[src/rtl/tcls_pkg.sv]
package tcls_pkg;

    localparam int DST_W   = 8;
    localparam int SRC_W   = 8;
    localparam int PROTO_W = 4;

    typedef struct packed {
        logic [DST_W-1:0]   dst;
        logic [SRC_W-1:0]   src;
        logic [PROTO_W-1:0] proto;
    } hdr_key_t;

    localparam int KEY_W = $bits(hdr_key_t);

    typedef struct packed {
        logic [KEY_W-1:0] value;
        logic [KEY_W-1:0] care;
        logic             live;
    } tern_rule_t;

    function automatic logic tern_hit(input tern_rule_t r, input logic [KEY_W-1:0] k);
        return r.live && (((k ^ r.value) & r.care) == '0);
    endfunction

endpackage

[src/rtl/tcls_rule_array.sv]
module tcls_rule_array
    import tcls_pkg::*;
#(
    parameter int NUM_RULES = 16,
    parameter int IDX_W     = $clog2(NUM_RULES)
) (
    input  logic                 clk,
    input  logic                 rst,
    input  logic                 wr_en,
    input  logic [IDX_W-1:0]     wr_idx,
    input  tern_rule_t           wr_rule,
    input  logic [KEY_W-1:0]     key,
    output logic [NUM_RULES-1:0] match
);

    generate
        for (genvar g = 0; g < NUM_RULES; g++) begin : g_rule
            tern_rule_t slot;

            always_ff @(posedge clk) begin
                if (rst) begin
                    slot <= '0;
                end else if (wr_en && (wr_idx == IDX_W'(g))) begin
                    slot <= wr_rule;
                end
            end

            assign match[g] = tern_hit(slot, key);
        end
    endgenerate

endmodule

[src/rtl/tcls_prio_enc.sv]
module tcls_prio_enc #(
    parameter int N     = 16,
    parameter int IDX_W = $clog2(N)
) (
    input  logic [N-1:0]     req,
    output logic             found,
    output logic [IDX_W-1:0] idx,
    output logic [N-1:0]     grant
);

    localparam logic [N-1:0] ONE = {{(N-1){1'b0}}, 1'b1};

    always_comb begin
        found = 1'b0;
        idx   = '0;
        for (int i = N - 1; i >= 0; i--) begin
            if (req[i]) begin
                found = 1'b1;
                idx   = IDX_W'(i);
            end
        end
        grant = found ? (ONE << idx) : '0;
    end

endmodule

[src/rtl/tcls_action_mem.sv]
module tcls_action_mem #(
    parameter int DEPTH = 16,
    parameter int ACT_W = 8,
    parameter int IDX_W = $clog2(DEPTH)
) (
    input  logic             clk,
    input  logic             wr_en,
    input  logic [IDX_W-1:0] wr_idx,
    input  logic [ACT_W-1:0] wr_data,
    input  logic [IDX_W-1:0] rd_idx,
    output logic [ACT_W-1:0] rd_data
);

    logic [ACT_W-1:0] words [DEPTH];

    always_ff @(posedge clk) begin
        if (wr_en) begin
            words[wr_idx] <= wr_data;
        end
    end

    assign rd_data = words[rd_idx];

endmodule

[src/rtl/tcls_classifier.sv]
module tcls_classifier
    import tcls_pkg::*;
#(
    parameter int NUM_RULES = 16,
    parameter int ACT_W     = 8,
    localparam int IDX_W    = $clog2(NUM_RULES)
) (
    input  logic             clk,
    input  logic             rst,
    input  logic             rule_we,
    input  logic [IDX_W-1:0] rule_idx,
    input  logic [KEY_W-1:0] rule_value,
    input  logic [KEY_W-1:0] rule_care,
    input  logic             rule_live,
    input  logic             act_we,
    input  logic [IDX_W-1:0] act_idx,
    input  logic [ACT_W-1:0] act_data,
    input  logic             srch_en,
    input  logic [KEY_W-1:0] srch_key,
    output logic             res_valid,
    output logic             res_hit,
    output logic [IDX_W-1:0] res_idx,
    output logic [ACT_W-1:0] res_action
);

    localparam logic [NUM_RULES-1:0] ONE = {{(NUM_RULES-1){1'b0}}, 1'b1};

    tern_rule_t           wr_rule;
    logic [NUM_RULES-1:0] match;
    logic [NUM_RULES-1:0] grant;
    logic                 found;
    logic [IDX_W-1:0]     win_idx;
    logic [ACT_W-1:0]     win_act;

    assign wr_rule = '{value: rule_value, care: rule_care, live: rule_live};

    tcls_rule_array #(.NUM_RULES(NUM_RULES), .IDX_W(IDX_W)) u_rules (
        .clk     (clk),
        .rst     (rst),
        .wr_en   (rule_we),
        .wr_idx  (rule_idx),
        .wr_rule (wr_rule),
        .key     (srch_key),
        .match   (match)
    );

    tcls_prio_enc #(.N(NUM_RULES), .IDX_W(IDX_W)) u_enc (
        .req   (match),
        .found (found),
        .idx   (win_idx),
        .grant (grant)
    );

    tcls_action_mem #(.DEPTH(NUM_RULES), .ACT_W(ACT_W), .IDX_W(IDX_W)) u_act (
        .clk     (clk),
        .wr_en   (act_we),
        .wr_idx  (act_idx),
        .wr_data (act_data),
        .rd_idx  (win_idx),
        .rd_data (win_act)
    );

    always_ff @(posedge clk) begin
        if (rst) begin
            res_valid  <= 1'b0;
            res_hit    <= 1'b0;
            res_idx    <= '0;
            res_action <= '0;
        end else begin
            res_valid <= srch_en;
            if (srch_en) begin
                res_hit    <= found;
                res_idx    <= found ? win_idx : '0;
                res_action <= found ? win_act : '0;
            end
        end
    end

    // the encoder's winner matches and no lower position matches
    a_r4_lowest_wins: assert property (@(posedge clk) disable iff (rst)
        found |-> (match[win_idx] && ((match & ((ONE << win_idx) - ONE)) == '0)));

    // the grant is one-hot and empty exactly when nothing matches
    a_r4_grant_onehot: assert property (@(posedge clk) disable iff (rst)
        $onehot0(grant) && ((grant == '0) == (match == '0)));

    // result-valid follows a search strobe by one cycle
    a_r7_valid_follows: assert property (@(posedge clk) disable iff (rst)
        srch_en |=> res_valid);

    a_r7_no_spurious: assert property (@(posedge clk) disable iff (rst)
        !srch_en |=> (!res_valid && $stable(res_hit) && $stable(res_idx) && $stable(res_action)));

    // a miss reports zero index and zero action
    a_r6_miss_zero: assert property (@(posedge clk) disable iff (rst)
        (res_valid && !res_hit) |-> (res_idx == '0 && res_action == '0));

endmodule

[config.mk]
export PLATFORM = sky130hd
export DESIGN_NAME = tcls_classifier
export DESIGN_NICKNAME = d
export VERILOG_FILES = /design/src/rtl/tcls_pkg.sv /design/src/rtl/tcls_rule_array.sv /design/src/rtl/tcls_prio_enc.sv /design/src/rtl/tcls_action_mem.sv /design/src/rtl/tcls_classifier.sv
export SDC_FILE = /design/constraint.sdc
export NUM_CORES = 2
export LEC_CHECK = 0
export CORE_ASPECT_RATIO = 1.1
export CORE_MARGIN = 1.5
export CORE_UTILIZATION = 68
export CTS_CLUSTER_DIAMETER = 100
export CTS_CLUSTER_SIZE = 12
export DETAILED_ROUTE_END_ITERATION = 8
export DONT_BUFFER_PORTS = 1
export HOLD_SLACK_MARGIN = 0.03
export PLACE_DENSITY = 0.84
export SLEW_MARGIN = 20
export SYNTH_ARGS = -nofsm -noshare
export SYNTH_HDL_FRONTEND = slang
export SYNTH_HIERARCHICAL = 1
export SYNTH_SLANG_ARGS = --single-unit
[constraint.sdc]
create_clock -name clk -period 12.4 [get_ports clk]
set_input_delay 2.48 -clock clk [delete_from_list [all_inputs] [get_ports clk]]
set_output_delay 2.48 -clock clk [all_outputs]
set_load 0.005 [all_outputs]
==> impl_metrics.json <==
{
  "status": "finished with violations",
  "violations": "max-slew violations",
  "routed_wl_um": 95050,
  "clock.fmax_ghz": 0.1537,
  "ctsResizeCount": 0,
  "slew_viol_final": 562,
  "yosys_warnings": 6,
  "final_layout_size_suffix_gt1_share_pct": 4.323,
  "cts_max_level": 3,
  "whs_path_depth": 2,
  "netlist_instances": 3867,
  "port-buffer-count": 0,
  "vias": 27090,
  "cts_tree": "yes",
  "fill_cells": 3496,
  "final-setup-viol-count": 0,
  "hp-start": "u_rules/g_rule[14].slot[20]",
  "cts_sinks": 798,
  "track_usage_pct": 37.18,
  "hold_path_end": "u_rules/g_rule[14].slot[20]",
  "dp_hpwl_um": 54530,
  "hold_violations": 0,
  "power.density_nw_per_um2": 142.8,
  "rr_worst_depth": 14,
  "antenna_found_initial": 1,
  "grt_pass1_vias": 25010,
  "fin_total_pwr_mw": 4.962,
  "crit_type": "in2reg",
  "p_leak_nw": 12.10,
  "clkLatencyLatePin_ns": 0.63,
  "vias_per_cell": 6.300,
  "arrival_ns": 6.94,
  "crit_path_max_fanout": 33,
  "grt_max_degree": 671,
  "root_buffer": "clkbuf_16",
  "skew_ns": 0.02156,
  "crit_required_ns": 12.84,
  "initial_core_util_pct": 68.92,
  "hold_path.class": "reg2reg",
  "synth_area_um2": 33030,
  "synth.avg_cell_area_um2": 8.541,
  "clkTransAtPathRegs_ns": 0.06,
  "peakVddDrop_mv": 0.1476,
  "cp-end-kind": "flop",
  "finalSetupTns_ns": 0,
  "fin_nets": 3717,
  "worst_slack_ns": 5.895,
  "pin_count": 96,
  "place_congestion": 0.9021,
  "drc_errors": 0,
  "syn_to_final_growth_pct": 5.190,
  "wl_per_cell_um": 22.10,
  "place_inst": 4202,
  "drt-initial-drc-count": 3913,
  "regToRegSetupSlack_ns": 7.40,
  "drv_cap": 0,
  "r2r_end": "res_action[2]",
  "dp_slack_ns": 5.577,
  "rsz0062_at_grt": "no",
  "die_w_um": 213.1,
  "syn_nets": 3949,
  "worst_pin_slew_ns": 3.156,
  "layout.cells.non_filler": 4300,
  "worstReg2RegStart": "u_rules/g_rule[11].slot[34]",
  "die_h_um": 234.1,
  "critPathLaunchType": "primary input",
  "die-area_um2": 49900,
  "ctsHoldBuffers": 0,
  "grt_pass1_wl_um": 140800,
  "core-area_um2": 47930,
  "slew_headroom_pct": -110.4,
  "grt.overflow.total": 0,
  "cts_buffers": 76,
  "diodes": 0,
  "cts_buffer_depth": 3,
  "post_cts_buffers": 0,
  "finalInstanceArea_um2": 34740,
  "num_rows": 84,
  "placed_area_um2": 32670,
  "first_pass_iters": 6,
  "min_period_over_period_pct": 52.46,
  "finalCriticalPeriod_ns": 6.505,
  "drt.antenna.violating_nets": 0
}
==> layer usage <==
| metal | global-route usage, % | up-vias | part of all wire [%] |
|---|---|---|---|
| met2 | 60.09 | 1498 | 47 |
| met1 | 46.27 | 12930 | 37 |
| met5 | 0 | - | 0.014 |
| met4 | 21.48 | 2 | 5.7 |
| met3 | 7.821 | 376 | 11 |
| li1 | - | 12280 | - |
==> final cells by class <==
| class | count | area [um^2] | area share [%] |
|---|---|---|---|
| clock buffers | 90 | 1954 | 5.625 |
| clock inverters | 8 | 115.1 | 0.3313 |
| inverters | 5 | 18.77 | 0.05402 |
| multi-input cells | 2724 | 14370 | 41.35 |
| flip-flops and latches | 798 | 17260 | 49.67 |
| well taps | 645 | 807.0 | 2.323 |
| repair buffers | 30 | 225.2 | 0.6482 |
==> layout by cell type, fill, tap and decap left out, types with 15 or more instances in the layout <==
cell type	n
a22oi_1	144
a222oi_1	16
edfxtp_1	128
dfxtp_1	670
a21oi_1	671
nor2_1	23
nand2b_1	17
clkbuf_16	76
mux4_2	18
nand3_1	35
nand2_1	1376
nand4_1	21
xor2_1	320
nor4_1	15
buf_4	30
==> per-stage QoR <==
stage / hold WS, ns / util [%]
6_report: 0.4541 / 72.49
5_1_grt: 0.4719 / 72.49
4_1_cts: 0.4535 / 72.49
3_5_place_dp: 0.4462 / 68.18
3_3_place_gp: 0.4392 / 68.18
2_1_floorplan: 0.4357 / -
==> registers in the layout, summed over array words and instances, names as in the netlist <==
register,flops
u_rules/g_rule.slot,656
u_act/words,128
res_action,8
res_idx,4
res_hit,1
res_valid,1
==> critical path, stage by stage <==
cell      delay (ns)
xor2_1          0.14
a222oi_1        0.39
nand3_1         0.26
nor4_1          0.80
inv_1           0.09
a221oi_1        0.30
o211ai_1        0.18
a21o_1          0.24
inv_2           0.74
mux4_1          0.71
a22oi_1         0.29
nand2_1         0.09
nand3_1         0.09
a21oi_1         0.10
==> worst max path at each step <==
| stage | startpoint | endpoint | slack (ns) | cells past startpoint |
|---|---|---|---|---|
| 6_report | srch_key[13] | res_action[2] | 5.90 | 14 |
| 5_1_grt | srch_key[13] | res_action[2] | 5.87 | 14 |
| 4_1_cts | srch_key[13] | res_action[1] | 6.16 | 14 |
| 3_5_place_dp | srch_key[13] | res_action[5] | 5.58 | 14 |
| 3_3_place_gp | srch_key[13] | res_action[5] | 5.71 | 14 |
| 2_1_floorplan | srch_key[19] | res_action[1] | 6.52 | 18 |
==> power breakdown <==
group / internal (mW) / switching, mW / leakage (nW) / total, mW
logic: 0.0825 / 0.111 / 4.53 / 0.194
registers: 2.67 / 0.0212 / 6.56 / 2.69
clock network: 1.11 / 0.966 / 1.01 / 2.08
total: 3.86 / 1.10 / 12.1 / 4.96
(Power assumes the default switching activity.)
